--- src/rtl/cfgs_pkg.sv ---
package cfgs_pkg;
    localparam int BYTE_W = 8;
    localparam int WORD_W = 2 * BYTE_W;
    localparam int CNT_W  = $clog2(WORD_W);
    localparam int SEL_W  = BYTE_W - 1;

    typedef logic [BYTE_W-1:0] byte_t;

    // Power-on contents of each register; anything not listed starts at zero.
    function automatic byte_t reg_default(input int unsigned idx);
        case (idx)
            6:       return 8'h80;
            13:      return 8'h6C;
            31:      return 8'h7F;
            default: return 8'h00;
        endcase
    endfunction
endpackage

--- src/rtl/cfgs_sync.sv ---
module cfgs_sync #(
    parameter int           W       = 3,
    parameter int           STAGES  = 2,
    parameter logic [W-1:0] RST_VAL = '0
) (
    input  logic         clk,
    input  logic         rst_n,
    input  logic [W-1:0] async_i,
    output logic [W-1:0] sync_o
);
    typedef struct packed {
        logic [STAGES-1:0][W-1:0] pipe;
    } st_t;

    st_t st_d, st_q;

    always_comb begin
        st_d = st_q;
        st_d.pipe[0] = async_i;
        for (int i = 1; i < STAGES; i++) begin
            st_d.pipe[i] = st_q.pipe[i-1];
        end
    end

    always_ff @(posedge clk or negedge rst_n) begin
        if (!rst_n) st_q <= {STAGES{RST_VAL}};
        else        st_q <= st_d;
    end

    assign sync_o = st_q.pipe[STAGES-1];
endmodule

--- src/rtl/cfgs_frame.sv ---
module cfgs_frame
    import cfgs_pkg::*;
(
    input  logic              clk,
    input  logic              rst_n,
    input  logic              sen_s,
    input  logic              sclk_s,
    input  logic              sdata_s,
    output logic              bit_ev_o,
    output logic              addr_ev_o,
    output logic              word_ev_o,
    output logic [WORD_W-1:0] sh_o
);
    typedef struct packed {
        logic              sclk_prev;
        logic [CNT_W-1:0]  cnt;
        logic [WORD_W-1:0] sh;
        logic              bit_ev;
        logic              addr_ev;
        logic              word_ev;
    } st_t;

    st_t  st_d, st_q;
    logic rise;

    always_comb begin
        st_d           = st_q;
        rise           = sclk_s & ~st_q.sclk_prev;
        st_d.sclk_prev = sclk_s;
        st_d.bit_ev    = 1'b0;
        st_d.addr_ev   = 1'b0;
        st_d.word_ev   = 1'b0;
        if (sen_s) begin
            // enable released: any fragment is forgotten
            st_d.cnt = '0;
        end else if (rise) begin
            st_d.sh      = {st_q.sh[WORD_W-2:0], sdata_s};
            st_d.cnt     = st_q.cnt + 1'b1;
            st_d.bit_ev  = 1'b1;
            st_d.addr_ev = (st_q.cnt == CNT_W'(BYTE_W - 1));
            st_d.word_ev = (st_q.cnt == CNT_W'(WORD_W - 1));
        end
    end

    always_ff @(posedge clk or negedge rst_n) begin
        if (!rst_n) st_q <= '0;
        else        st_q <= st_d;
    end

    assign bit_ev_o  = st_q.bit_ev;
    assign addr_ev_o = st_q.addr_ev;
    assign word_ev_o = st_q.word_ev;
    assign sh_o      = st_q.sh;

    assert_idle_count_R1: assert property (@(posedge clk) disable iff (!rst_n)
        sen_s |=> (st_q.cnt == '0));
    assert_event_exclusive_R3: assert property (@(posedge clk) disable iff (!rst_n)
        $onehot0({st_q.addr_ev, st_q.word_ev}));
    assert_word_boundary_R2: assert property (@(posedge clk) disable iff (!rst_n)
        st_q.word_ev |-> (st_q.cnt == '0));
endmodule

--- src/rtl/cfgs_rdport.sv ---
module cfgs_rdport
    import cfgs_pkg::*;
(
    input  logic  clk,
    input  logic  rst_n,
    input  logic  sen_s,
    input  logic  bit_ev_i,
    input  logic  addr_ev_i,
    input  logic  word_ev_i,
    input  logic  addr_rw_i,
    input  logic  word_rw_i,
    input  byte_t rd_data_i,
    output logic  wr_en_o,
    output logic  sdout_o,
    output logic  sdout_oe_o
);
    typedef struct packed {
        logic  rd_mode;
        logic  oe;
        byte_t out_sh;
    } st_t;

    st_t st_d, st_q;

    always_comb begin
        st_d    = st_q;
        // a whole write word lands only when the port is unlocked
        wr_en_o = word_ev_i & ~st_q.rd_mode & ~word_rw_i;
        if (word_ev_i) begin
            st_d.rd_mode = word_rw_i;
            st_d.oe      = 1'b0;
        end else if (addr_ev_i) begin
            st_d.oe     = addr_rw_i;
            st_d.out_sh = rd_data_i;
        end else if (bit_ev_i && st_q.oe) begin
            st_d.out_sh = {st_q.out_sh[BYTE_W-2:0], 1'b0};
        end
        if (sen_s) st_d.oe = 1'b0;
    end

    always_ff @(posedge clk or negedge rst_n) begin
        if (!rst_n) st_q <= '0;
        else        st_q <= st_d;
    end

    assign sdout_o    = st_q.oe & st_q.out_sh[BYTE_W-1];
    assign sdout_oe_o = st_q.oe;

    assert_oe_idle_R6: assert property (@(posedge clk) disable iff (!rst_n)
        sen_s |=> !st_q.oe);
    assert_quiet_pin_R6: assert property (@(posedge clk) disable iff (!rst_n)
        !sdout_oe_o |-> !sdout_o);
    assert_read_locks_R5: assert property (@(posedge clk) disable iff (!rst_n)
        (word_ev_i && word_rw_i) |=> st_q.rd_mode);
    assert_lock_sticky_R5: assert property (@(posedge clk) disable iff (!rst_n)
        (st_q.rd_mode && !word_ev_i) |=> st_q.rd_mode);
endmodule

--- src/rtl/cfgs_bank.sv ---
module cfgs_bank
    import cfgs_pkg::*;
#(
    parameter int NUM_REGS  = 33,
    parameter int SWRST_IDX = 8,
    parameter int SWRST_BIT = 0
) (
    input  logic                       clk,
    input  logic                       rst_n,
    input  logic                       wr_en_i,
    input  logic [SEL_W-1:0]           wr_sel_i,
    input  byte_t                      wr_data_i,
    input  logic [SEL_W-1:0]           rd_sel_i,
    output byte_t                      rd_data_o,
    output logic [NUM_REGS*BYTE_W-1:0] regs_o
);
    localparam int IDX_W = $clog2(NUM_REGS);

    typedef logic [NUM_REGS-1:0][BYTE_W-1:0] bank_t;

    function automatic bank_t build_defaults();
        bank_t b;
        for (int i = 0; i < NUM_REGS; i++) b[i] = reg_default(i);
        return b;
    endfunction

    localparam bank_t DEFAULTS = build_defaults();

    function automatic logic is_hit(input logic [SEL_W-1:0] sel);
        return int'(sel) < NUM_REGS;
    endfunction

    bank_t            bank_d, bank_q;
    logic             wr_hit, swrst_hit;
    logic [IDX_W-1:0] wr_idx, rd_idx;

    always_comb begin
        bank_d    = bank_q;
        wr_idx    = wr_sel_i[IDX_W-1:0];
        rd_idx    = rd_sel_i[IDX_W-1:0];
        wr_hit    = wr_en_i & is_hit(wr_sel_i);
        swrst_hit = wr_hit & (int'(wr_sel_i) == SWRST_IDX) & wr_data_i[SWRST_BIT];
        if (swrst_hit)   bank_d = DEFAULTS;
        else if (wr_hit) bank_d[wr_idx] = wr_data_i;
        rd_data_o = is_hit(rd_sel_i) ? bank_q[rd_idx] : '0;
    end

    always_ff @(posedge clk or negedge rst_n) begin
        if (!rst_n) bank_q <= DEFAULTS;
        else        bank_q <= bank_d;
    end

    for (genvar g = 0; g < NUM_REGS; g++) begin : g_export
        assign regs_o[g*BYTE_W +: BYTE_W] = bank_q[g];
    end

    assert_swrst_selfclear_R7: assert property (@(posedge clk) disable iff (!rst_n)
        (wr_en_i && int'(wr_sel_i) == SWRST_IDX && wr_data_i[SWRST_BIT])
        |=> (bank_q[SWRST_IDX][SWRST_BIT] == 1'b0));
    assert_miss_no_change_R9: assert property (@(posedge clk) disable iff (!rst_n)
        (wr_en_i && !is_hit(wr_sel_i)) |=> $stable(bank_q));
    assert_idle_stable_R1: assert property (@(posedge clk) disable iff (!rst_n)
        !wr_en_i |=> $stable(bank_q));
endmodule

--- src/rtl/cfg_serial_regs.sv ---
module cfg_serial_regs
    import cfgs_pkg::*;
#(
    parameter int NUM_REGS    = 33,
    parameter int SYNC_STAGES = 2,
    parameter int SWRST_IDX   = 8,
    parameter int SWRST_BIT   = 0
) (
    input  logic                       clk,
    input  logic                       rst_n,
    input  logic                       sen_i,
    input  logic                       sclk_i,
    input  logic                       sdata_i,
    output logic                       sdout_o,
    output logic                       sdout_oe_o,
    output logic [NUM_REGS*BYTE_W-1:0] regs_o
);
    logic [2:0]        raw_in, sync_in;
    logic              bit_ev, addr_ev, word_ev, wr_en;
    logic [WORD_W-1:0] sh;
    byte_t             rd_data;

    assign raw_in = {sen_i, sclk_i, sdata_i};

    cfgs_sync #(.W(3), .STAGES(SYNC_STAGES), .RST_VAL(3'b100)) u_sync (
        .clk     (clk),
        .rst_n   (rst_n),
        .async_i (raw_in),
        .sync_o  (sync_in)
    );

    cfgs_frame u_frame (
        .clk       (clk),
        .rst_n     (rst_n),
        .sen_s     (sync_in[2]),
        .sclk_s    (sync_in[1]),
        .sdata_s   (sync_in[0]),
        .bit_ev_o  (bit_ev),
        .addr_ev_o (addr_ev),
        .word_ev_o (word_ev),
        .sh_o      (sh)
    );

    cfgs_rdport u_rdport (
        .clk        (clk),
        .rst_n      (rst_n),
        .sen_s      (sync_in[2]),
        .bit_ev_i   (bit_ev),
        .addr_ev_i  (addr_ev),
        .word_ev_i  (word_ev),
        .addr_rw_i  (sh[BYTE_W-1]),
        .word_rw_i  (sh[WORD_W-1]),
        .rd_data_i  (rd_data),
        .wr_en_o    (wr_en),
        .sdout_o    (sdout_o),
        .sdout_oe_o (sdout_oe_o)
    );

    cfgs_bank #(.NUM_REGS(NUM_REGS), .SWRST_IDX(SWRST_IDX), .SWRST_BIT(SWRST_BIT)) u_bank (
        .clk       (clk),
        .rst_n     (rst_n),
        .wr_en_i   (wr_en),
        .wr_sel_i  (sh[WORD_W-2:BYTE_W]),
        .wr_data_i (sh[BYTE_W-1:0]),
        .rd_sel_i  (sh[BYTE_W-2:0]),
        .rd_data_o (rd_data),
        .regs_o    (regs_o)
    );
endmodule

--- config.mk ---
export PLATFORM = sky130hd
export DESIGN_NAME = cfg_serial_regs
export DESIGN_NICKNAME = d
export VERILOG_FILES = /design/src/rtl/cfgs_pkg.sv /design/src/rtl/cfgs_sync.sv /design/src/rtl/cfgs_frame.sv /design/src/rtl/cfgs_rdport.sv /design/src/rtl/cfgs_bank.sv /design/src/rtl/cfg_serial_regs.sv
export SDC_FILE = /design/constraint.sdc
export NUM_CORES = 1
export LEC_CHECK = 0
export BUFFER_PORTS_ARGS = -buffer_cell sky130_fd_sc_hd__buf_2
export CAP_MARGIN = 10
export CORE_MARGIN = 8
export CORE_UTILIZATION = 42
export DETAILED_ROUTE_END_ITERATION = 10
export GPL_TIMING_DRIVEN = 0
export PLACE_DENSITY = 0.61
export SLEW_MARGIN = 20
export SYNTH_ARGS = -nofsm -noshare
export SYNTH_HDL_FRONTEND = slang
export SYNTH_SLANG_ARGS = --single-unit
--- constraint.sdc ---
create_clock -name clk -period 2.9 [get_ports clk]
set_input_delay 0.58 -clock clk [delete_from_list [all_inputs] [get_ports clk]]
set_output_delay 0.58 -clock clk [all_outputs]
set_load 0.1 [all_outputs]
## After elaboration in Yosys (flattened, before gate mapping)

Index checks and enable logic that the tools add are counted.
Widths: inputs -> output; s select.

| operators by class | value |
|---|---|
| mux-type cells | 16 |
| eq/ne operators | 3 |
| multiply operators | 0 |
| divide/modulo/power cells | 0 |
| add/subtract/negate cells | 1 |
| bitwise gates (word level) | 12 |
| reduce and logical (&&, ||, !) cells | 8 |
| order comparisons | 5 |
| shift-type cells | 0 |

Operator list:

| operator | count |
|---|---|
| $mux 264 | 2 |
| $bwmux 264 | 1 |
| $bmux 8 s6 | 1 |
| $demux 8 s6 | 1 |
| $mux 8 | 5 |
| $mux 23 | 1 |
| $lt 6x7->1 const B | 2 |
| $lt 7x6->1 const B | 2 |
| $and 1x1->1 | 7 |
| $eq 7x5->1 const B | 1 |
| $ge 6x1->1 const B | 1 |
| $reduce_bool 2->1 | 3 |
| $not 1->1 | 5 |
| $add 4x1->4 const B | 1 |
| $eq 4x3->1 const B | 1 |
| $eq 4x4->1 const B | 1 |
| $mux 4 | 1 |
| $reduce_and 2->1 | 2 |
| $mux 1 | 3 |
| $mux 3 | 1 |
| $reduce_bool 3->1 | 1 |
| $logic_and 1x1->1 | 2 |

| word-level totals | value |
|---|---|
| register bits after elaboration | 304 |
| memories kept | 0 |
| output and inout port bits | 266 |
| bits in latches | 0 |
| bits in read-only memories | 0 |
| logic and storage cells | 89 |
| RAM bits | 0 |

## Depth between registers and ports, before layout

Gate-level depths: netlist of the first run.

| depth | value |
|---|---|
| word-level depth | 7 |
| mapped depth | 8 |

## Cells and area by module

A second synthesis of the first run with hierarchy kept.

| unflattened totals | value |
|---|---|
| cells, all modules | 1513 |
| area, all modules | 15094.5 µm² |

Modules (own cells, without submodules):

| module | cells each | sequential area each (µm²) | area an instance (µm²) | instances |
|---|---|---|---|---|
| cfgs_bank | 1396 | 6621.4 | 13329.0 | 1 |
| cfgs_frame | 76 | 600.6 | 1077.3 | 1 |
| cfgs_rdport | 35 | 250.2 | 535.5 | 1 |
| cfgs_sync | 6 | 152.6 | 152.6 | 1 |

## Worst setup path before layout of the first run

No wires, ideal clock.

| path | value |
|---|---|
| path kind | register to output |
| from | register u_rdport.st_q, in the netlist u_rdport.sdout_oe_o |
| to | output port sdout_o |
| buffers on the path | 0 |
| data required time | 2.320 ns |
| arrival | 1.796 ns |
| stages on the path, launching flop included | 2 |
| path slack | 0.524 ns |
| cells stage by stage | dfrtp_1 and2_1 |

| on the way | value |
|---|---|
| longest elaborated chain between the ends | 1 |

Ends and longest elaborated chain:

| what | RTL line | text |
|---|---|---|
| start, declared | cfgs_rdport.sv:23 | `st_t st_d, st_q;` |
| start signal, assigned | cfgs_rdport.sv:43 | `else st_q <= st_d;` |
| $and 1x1->1 | cfgs_rdport.sv:46 | `assign sdout_o = st_q.oe & st_q.out_sh[BYTE_W-1];` |
| end, declared | cfg_serial_regs.sv:14 | `output logic sdout_o,` |

Every way passes these cells.

## Final worst setup path of the first run

| path | value |
|---|---|
| from | register u_frame.st_q, in the netlist u_frame.sh_o[14] |
| to | register u_bank.bank_q, in the netlist u_bank.regs_o[263] |

| on the way | value |
|---|---|
| longest elaborated chain between the ends | 5 |
| elaborated cells between the ends (all ways) | 7 |
| classes of those cells | order compare (1); eq/ne (1); mux (1); bitwise (3); reduce/logical (1) |

Ends and longest elaborated chain:

| what | RTL line | text |
|---|---|---|
| start, declared | cfgs_frame.sv:23 | `st_t st_d, st_q;` |
| start signal, assigned | cfgs_frame.sv:47 | `else st_q <= st_d;` |
| $lt 7x6->1 | cfgs_bank.sv:30 | `return int'(sel) < NUM_REGS;` |
| $and 1x1->1 | cfgs_bank.sv:41 | `wr_hit = wr_en_i & is_hit(wr_sel_i);` |
| $and 1x1->1 (2 in series) | cfgs_bank.sv:42 | `swrst_hit = wr_hit & (int'(wr_sel_i) == SWRST_IDX) & wr_data_i[SWRST_BIT];` |
| $mux 264 or $reduce_bool 2->1 (tied branches) | -- |  |
| end signal, assigned | cfgs_bank.sv:50 | `else bank_q <= bank_d;` |
| end, declared | cfgs_bank.sv:33 | `bank_t bank_d, bank_q;` |

Several ways; a longest one is shown, not always the timed one.
A chain may end at the register's enable or synchronous reset.

==> metrics.md, run 1 <==
| Metric | Value |
|---|---|
| Net count after synthesis | 1443 |
| Slowest Stage Delay on Critical Path | 0.59 ns |
| Slew Viols, Final | 0 |
| Final Cell Area | 18000 um^2 |
| Final Setup Violations | 0 |
| Synth Cell Area | 14700 um^2 |
| Sequential area share after synthesis | 0.520 |
| Leading cell types in the layout, fill and taps excluded | 296 x buf_2, 290 x dfrtp_1, 245 x nand2_1 |
| Number of synthesis warnings | 0 |
| Proportion of synthesized area in mux cells | 0.158 |
| Crit-path max FO | 10 |
| Cell total after placement | 2165 |
| Critical path class | flop to flop |
| Die ar. | 41200 um^2 |
| Status | completed |
| Final Non-Filler Cells | 2231 |
| Placed inst area | 16700 um^2 |
| Vias in the first global route | 13400 |
| Pwr dens | 623 nW/um^2 |
| Post-synthesis adder-cell area fraction | 0.000853 |
| GRT Util Overall | 0.300 |
| Clk buf depth | 3 |
| Vias per Instance | 6.13 |
| Seq cells post-synth | 304 |
| Post-Synth XOR/XNOR Area | 0.00179 |
| 1st-iter DRT viols | 1603 |
| Via Count | 13700 |
| Wire per inst | 28.4 um |
| CTS buffer count | 36 |
| Clk_lat worst skew | 0.53 ns |
| CP cell instances | or4b_1 > buf_4 > nor3_4 > and2_1 > clkbuf_1 > clkbuf_4 > buf_4 > nor2_1 |
| Post-synth EDFFs | 0 |
| Clk_skew | 0.0201 ns |
| Root buf cell | clkbuf_16 |
| GRT Residual Overflow | 0 |
| Routed Antenna Nets | 0 |
| Starting Density | 0.426 |
| Final #Nets | 1758 |
| Total power | 11.2 mW |
| Fmax | 0.352 GHz |
| Clock transition at path regs | 0.06 ns |
| Die width | 203 um |
| Clock sink count | 304 |
| CP max stage cell | or4b_1 |
| Ant diodes | 0 |
| Rows | 68 |
| Post-synth ARST share | 1.00 |
| Synth Area in Simple Gates | 0.186 |
| 1st-pass router iterations | 6 |
| Port buffer count | 270 |
| Synth Flop Type | dfrtp_1 |
| Layout cells sized above 1 | 0.285 |
| Syn Inst Count | 1437 |
| Core Util, Final | 0.523 |
| Type of origin of the critical path | flop |
| Least-Margin Pin Slew | 1.15 ns |
| Final Hold Vio Count | 0 |
| Critical path arrival | 3.23 ns |
| P&R area growth vs syn | 22.8% |
| Commonest non-fill, non-tap cell in the layout | buf_2 |
| DRC viols | 0 |
| Die height | 203 um |
| Max Cap Violations | 0 |
| Detail Placement HPWL | 45900 um |
| Min Clock Period, post-route | 2.84 ns |
| Initial antenna violation count | 0 |
| Min-delay worst type | primary input to asynchronous set/reset pin |
| Routed wire length | 63300 um |
| Post-Syn Area per Cell | 10.2 um^2 |
| Worst slew margin | 0.233 |
| Largest net degree at the start of global routing | 96 |
| H-tree depth | 2 |
| Lkg Pwr | 8.54 nW |
| Top cell by count, worst path | buf_4 |
| Core box area | 34500 um^2 |
| CP Capture Type | flop |
| Compound-Gate Fraction of Synth Area | 0.0914 |
| Final GP Congestion | 0.955 |
| Period utilisation layout | 0.979 |
| Io pins | 271 |
| CTS tree | built |
| First-pass GRT wire length | 93100 um |
| Largest family of logic cells by synthesized area | simple AND/OR/NAND/NOR gates |
| Worst Path Required | 3.29 ns |
| Synth cell types | 49 |
| Worst vdd ir | 371 uV |
-- where the power goes --
group	internal (mW)	total [mW]	switching (mW)
logic	0.487	2.14	1.66
clock network	2.89	4.75	1.85
registers	4.30	4.33	0.0371
total	7.68	11.2	3.54
-- kinds of logic after synthesis --
logic type,Yosys count
simple gates,583
xor+xnor,3
fa+ha+maj,1
compound gates,255
flops,304
buf+inv,148
mux,143
-- area by class of cell --
class,count,area [um^2]
clock inverters,10,154
well taps,455,569
clock buffers,52,1060
fillers,3211,16400
multi-input cells,985,6460
repair buffers,277,1470
inverters,10,37.5
plain buffers,138,642
flip-flops and latches,304,7620
-- synth_stat cells, drive strengths merged (2+ instances only) --
cell    instances  area share
nor3b           5      0.0029
nand3b          7      0.0036
nor2           65       0.017
o31ai           2      0.0010
dfrtp         290        0.49
mux2           14       0.011
mux2i          60       0.041
o21ai          40       0.014
nand3         211       0.073
dfstp          14       0.025
a31oi           2     0.00085
nand2         249       0.064
nor4            8      0.0084
inv            10      0.0026
o22ai          13      0.0055
and2            8      0.0034
mux4           69        0.11
xnor2           2      0.0012
and3b           2      0.0012
a21oi         183       0.062
a22oi           5      0.0026
nand4           6      0.0026
nor2b           5      0.0021
nor3            8      0.0035
nand2b          5      0.0021
o211ai          6      0.0031
clkbuf         86       0.022
buf            52       0.018
-- registers in the layout, summed over array words and instances (netlist names) --
name and count:
u_bank.regs_o 264, u_frame.addr_ev_o 1, u_frame.sh_o 16, u_rdport.sdout_oe_o 1, u_frame.st_q 5, u_frame.bit_ev_o 1, u_rdport.st_q 9, u_sync.st_d 3
u_sync.sync_o 3, u_frame.word_ev_o 1
-- layer usage --
| metal | share of wire | vias up | track usage | wire length [um] |
|---|---|---|---|---|
| met3 | 0.099 | 158 | 0.0666 | 6290 |
| met1 | 0.41 | 6956 | 0.412 | 25900 |
| li1 | - | 5727 | - | - |
| met5 | 0 | - | 0 | 0 |
| met2 | 0.45 | 841 | 0.455 | 28200 |
| met4 | 0.046 | 0 | 0.124 | 2880 |
-- worst max-delay path: cells and delay by family, from the launching register on --
kind | cells | cell delay (ns)
AND/OR/NAND/NOR | 4 | 1.14
buffers and inverters | 4 | 1.17
flip-flops | 1 | 0.40
-- timing repair --
| item | in CTS | in global routing |
|---|---|---|
| hold buffers | 0 | 0 |
| gates resized for setup | 14 | 26 |
| setup buffers | 0 | 4 |
| setup endpoints to repair | 74 | 182 |
| pin swaps | 0 | 1 |
-- path summary, 6_finish.rpt --
check	start	to	slack, ns	cells past startpoint
max in group asynchronous	rst_n	u_bank.regs_o[65]	1.64	3
setup reg to reg	u_frame.sh_o[14]	u_bank.regs_o[263]	0.06	8
hold reg to reg	u_sync.st_d[4]	u_sync.sync_o[1]	0.35	0
min in group clk	sdata_i	u_sync.st_d[3]	0.17	1
hold / removal	rst_n	u_bank.regs_o[186]	0.09	1
setup / recovery	u_frame.sh_o[14]	u_bank.regs_o[263]	0.06	8
-- stage by stage --
step	setup TNS (ns)	worst slack (ns)	hold slack, ns
3_3_place_gp	-1387.93	-4.66	0.342
6_report	0	0.0609	0.0923
5_1_grt	-0.00369	-0.00292	0.147
4_1_cts	0	0.000425	0.107
3_5_place_dp	-8.61	-0.380	0.343
2_1_floorplan	0	0.524	0.284
(Power assumes the default switching activity.)
==> run 2: changes to the inputs <==
- GPL_TIMING_DRIVEN: 0 -> unset
==> run 2 against run 1 <==
Net effect: cell area decreased by 0.50%; total power decreased by 5.2%; global-route usage decreased by 4.1 points; count of clock-buffer cells in the layout increased by 1; setup slack improved by 0.066 ns; critical path depth decreased by 2; largest power group is now registers; highest routed layer unchanged.
==> metrics.md, run 2 (synthesized netlist as in run 1, its figures left out) <==
| Metric | Value |
|---|---|
| Critical path class | flop to flop |
| Vias per Instance | 5.91 (-3.6%) |
| H-tree depth | 2 (unchanged) |
| Least-Margin Pin Slew | 0.805 ns (-0.345 ns) |
| Hold-fix buffers, CTS | 0 (unchanged) |
| Net Sw Power | 3.14 mW (-11%) |
| Worst Path Buf+Inv | 1 (-3) |
| Layout cells sized above 1 | 0.305 (+0.0200) |
| CP max stage cell | or4b_1 |
| Largest register FFs | 264 (unchanged) |
| Worst vdd ir | 370 uV (-0.34%) |
| Routed wire length | 54200 um (-14%) |
| Slowest Stage Delay on Critical Path | 0.88 ns (+0.29 ns) |
| Sw frac | 0.296 (-0.0202) |
| RSZ-0062 raised after global routing | false |
| Type of origin of the critical path | flop |
| Core box area | 34500 um^2 (unchanged) |
| Root buf cell | clkbuf_16 |
| Commonest non-fill, non-tap cell in the layout | dfrtp_1 |
| R2R depth | 6 (-2) |
| Vias in the first global route | 12900 (-4.4%) |
| Clk_lat worst skew | 0.52 ns (about the same) |
| Reg2reg setup slack | 0.13 ns (+0.07 ns) |
| Ant diodes | 0 (unchanged) |
| Pwr dens | 593 nW/um^2 (-4.8%) |
| Critical path launch point | u_frame.sh_o[14] |
| Port buffer count | 270 (unchanged) |
| Critical path depth | 6 (-2) |
| Clock sink count | 304 (unchanged) |
| Die width | 203 um (unchanged) |
| Final Hold Vio Count | 0 (unchanged) |
| 1st-iter DRT viols | 1276 (-20%) |
| Io pins | 271 (unchanged) |
| Worst Path Required | 3.27 ns (-0.02 ns) |
| Wire per inst | 25.2 um (-11%) |
| CTS tree | built |
| Final #Nets | 1680 (-4.4%) |
| Max Cap Violations | 0 (unchanged) |
| GRT Util Overall | 0.259 (-0.0412) |
| Combinational power share | 0.149 (-0.042) |
| Crit-path max FO | 16 (+6) |
| Detail Placement HPWL | 37300 um (-19%) |
| Clk_skew | 0.0190 ns (-0.00111 ns) |
| Core Util, Final | 0.520 (-0.00261) |
| Min-delay worst type | primary input to asynchronous set/reset pin |
| TNS Setup | 0 ns (unchanged) |
| Rows | 68 (unchanged) |
| Status | completed |
| CP cell instances | or4b_1 > nor4_4 > buf_4 > nand2_1 > nand3_1 > o21ai_0 |
| Clock transition at path regs | 0.06 ns (about the same) |
| Routed Antenna Nets | 0 (unchanged) |
| Critical path arrival | 3.14 ns (-0.09 ns) |
| Internal | 7.49 mW (-2.5%) |
| Final GP Congestion | 0.844 (-12%) |
| Top cell family by delay on the critical path | simple AND/OR/NAND/NOR gates |
| CP Capture Point | u_bank.regs_o[8] |
| Final Setup Violations | 0 (unchanged) |
| Leading cell types in the layout, fill and taps excluded | 284 x dfrtp_1, 269 x buf_2, 246 x nand2_1 |
| Reg2reg end | u_bank.regs_o[8] |
| GRT Residual Overflow | 0 (unchanged) |
| Clock share of power | 0.421 (-0.002) |
| DRC viols | 0 (unchanged) |
| Largest net degree at the start of global routing | 86 (-10%) |
| Die height | 203 um (unchanged) |
| Sequential Power Share | 0.430 (+0.044) |
| Clk buf depth | 3 (unchanged) |
| Die ar. | 41200 um^2 (unchanged) |
| Lkg Pwr | 8.48 nW (-0.73%) |
| Worst slew margin | 0.463 (+0.230) |
| Worst reg2reg path startpoint | u_frame.sh_o[14] |
| P&R area growth vs syn | 22.2% |
| CTS buffer count | 35 (-2.8%) |
| Period utilisation layout | 0.956 (-0.0226) |
| Min Clock Period, post-route | 2.77 ns (-0.0655 ns) |
| Initial antenna violation count | 1 (+1) |
| CP Capture Type | flop |
| Starting Density | 0.426 (unchanged) |
| Fmax | 0.361 GHz (+2.4%) |
| Slew Viols, Final | 0 (unchanged) |
| 1st-pass router iterations | 5 (-1) |
| First-pass GRT wire length | 82800 um (-11%) |
| Via Count | 12700 (-7.0%) |
-- run 2: cell types whose count changed in the layout (fill, tap and decap cells not counted), moves of 2 or more --
cell	change
buf_16	-3
bufinv_16	-3
buf_1	-5
clkbuf_1	-75
dfrtp_2	+4
clkbuf_8	+3
dfrtp_1	-6
buf_12	+14
clkbuf_4	-7
dfrtp_4	+2
clkinv_2	+2
clkbuf_2	-15
buf_4	+40
buf_2	-27
-- run 2: through the flow --
step	area [um^2]	power, mW	std cells	worst slack (ns)	hold WS, ns
floorplan	14700	5.49	1437	0.524	0.284
global placement	16800	6.21	2092	0.103	0.345
detailed placement	16800	6.21	2092	0.0335	0.340
CTS	17900	10.7	2154	0.00453	0.113
global route	17900	10.9	2154	0.00398	0.120
finish	17900	10.6	2154	0.126	0.0646
-- run 2: area by class of cell --
cell class                 instances  area (um^2)
clock inverter                     9         72.6
multi-input combinational        985         6470
timing repair buffer             338         2050
clock buffer                      53         1100
sequential                       304         7640
fill                            3141        16500
inverter                          10         37.5
tap                              455          569
-- run 2: worst min path at each step --
stage | depth (start not counted) | slack, ns | to | startpoint
after detailed placement | 0 | 0.34 | u_sync.sync_o[0] | u_sync.st_d[3]
after global placement | 0 | 0.34 | u_sync.sync_o[0] | u_sync.st_d[3]
final | 1 | 0.06 | u_bank.regs_o[172] | rst_n
after CTS | 1 | 0.11 | u_bank.regs_o[160] | rst_n
after floorplan | 0 | 0.28 | u_bank.regs_o[0] | rst_n
after global routing | 1 | 0.12 | u_bank.regs_o[172] | rst_n
-- run 2: worst reg2reg max path, stage by stage, from the launching register on --
cell	delay [ns]
dfrtp_1	0.39
or4b_1	0.88
nor4_4	0.40
buf_4	0.35
nand2_1	0.34
nand3_1	0.19
o21ai_0	0.09
-- run 2: timing repair --
action                                  CTS  global route
setup buffers                             0             0
resized for setup                         0             1
endpoints found under the setup margin    0            32
-- run 2: power groups by stage --
stage	logic, mW	clock network [mW]	registers, mW
6_report	1.59	4.47	4.57
5_1_grt	1.68	4.69	4.58
4_1_cts	1.57	4.51	4.56
3_5_place_dp	1.57	0	4.64
3_3_place_gp	1.57	0	4.63
2_1_floorplan	1.09	0	4.40
-- run 2: routing by layer --
layer	up-vias	GRT usage	wire length (um)
met2	636	0.401	25400
met4	0	0.0839	1600
met3	105	0.0744	5150
li1	5572	-	-
met1	6418	0.346	22100
met5	-	0	0
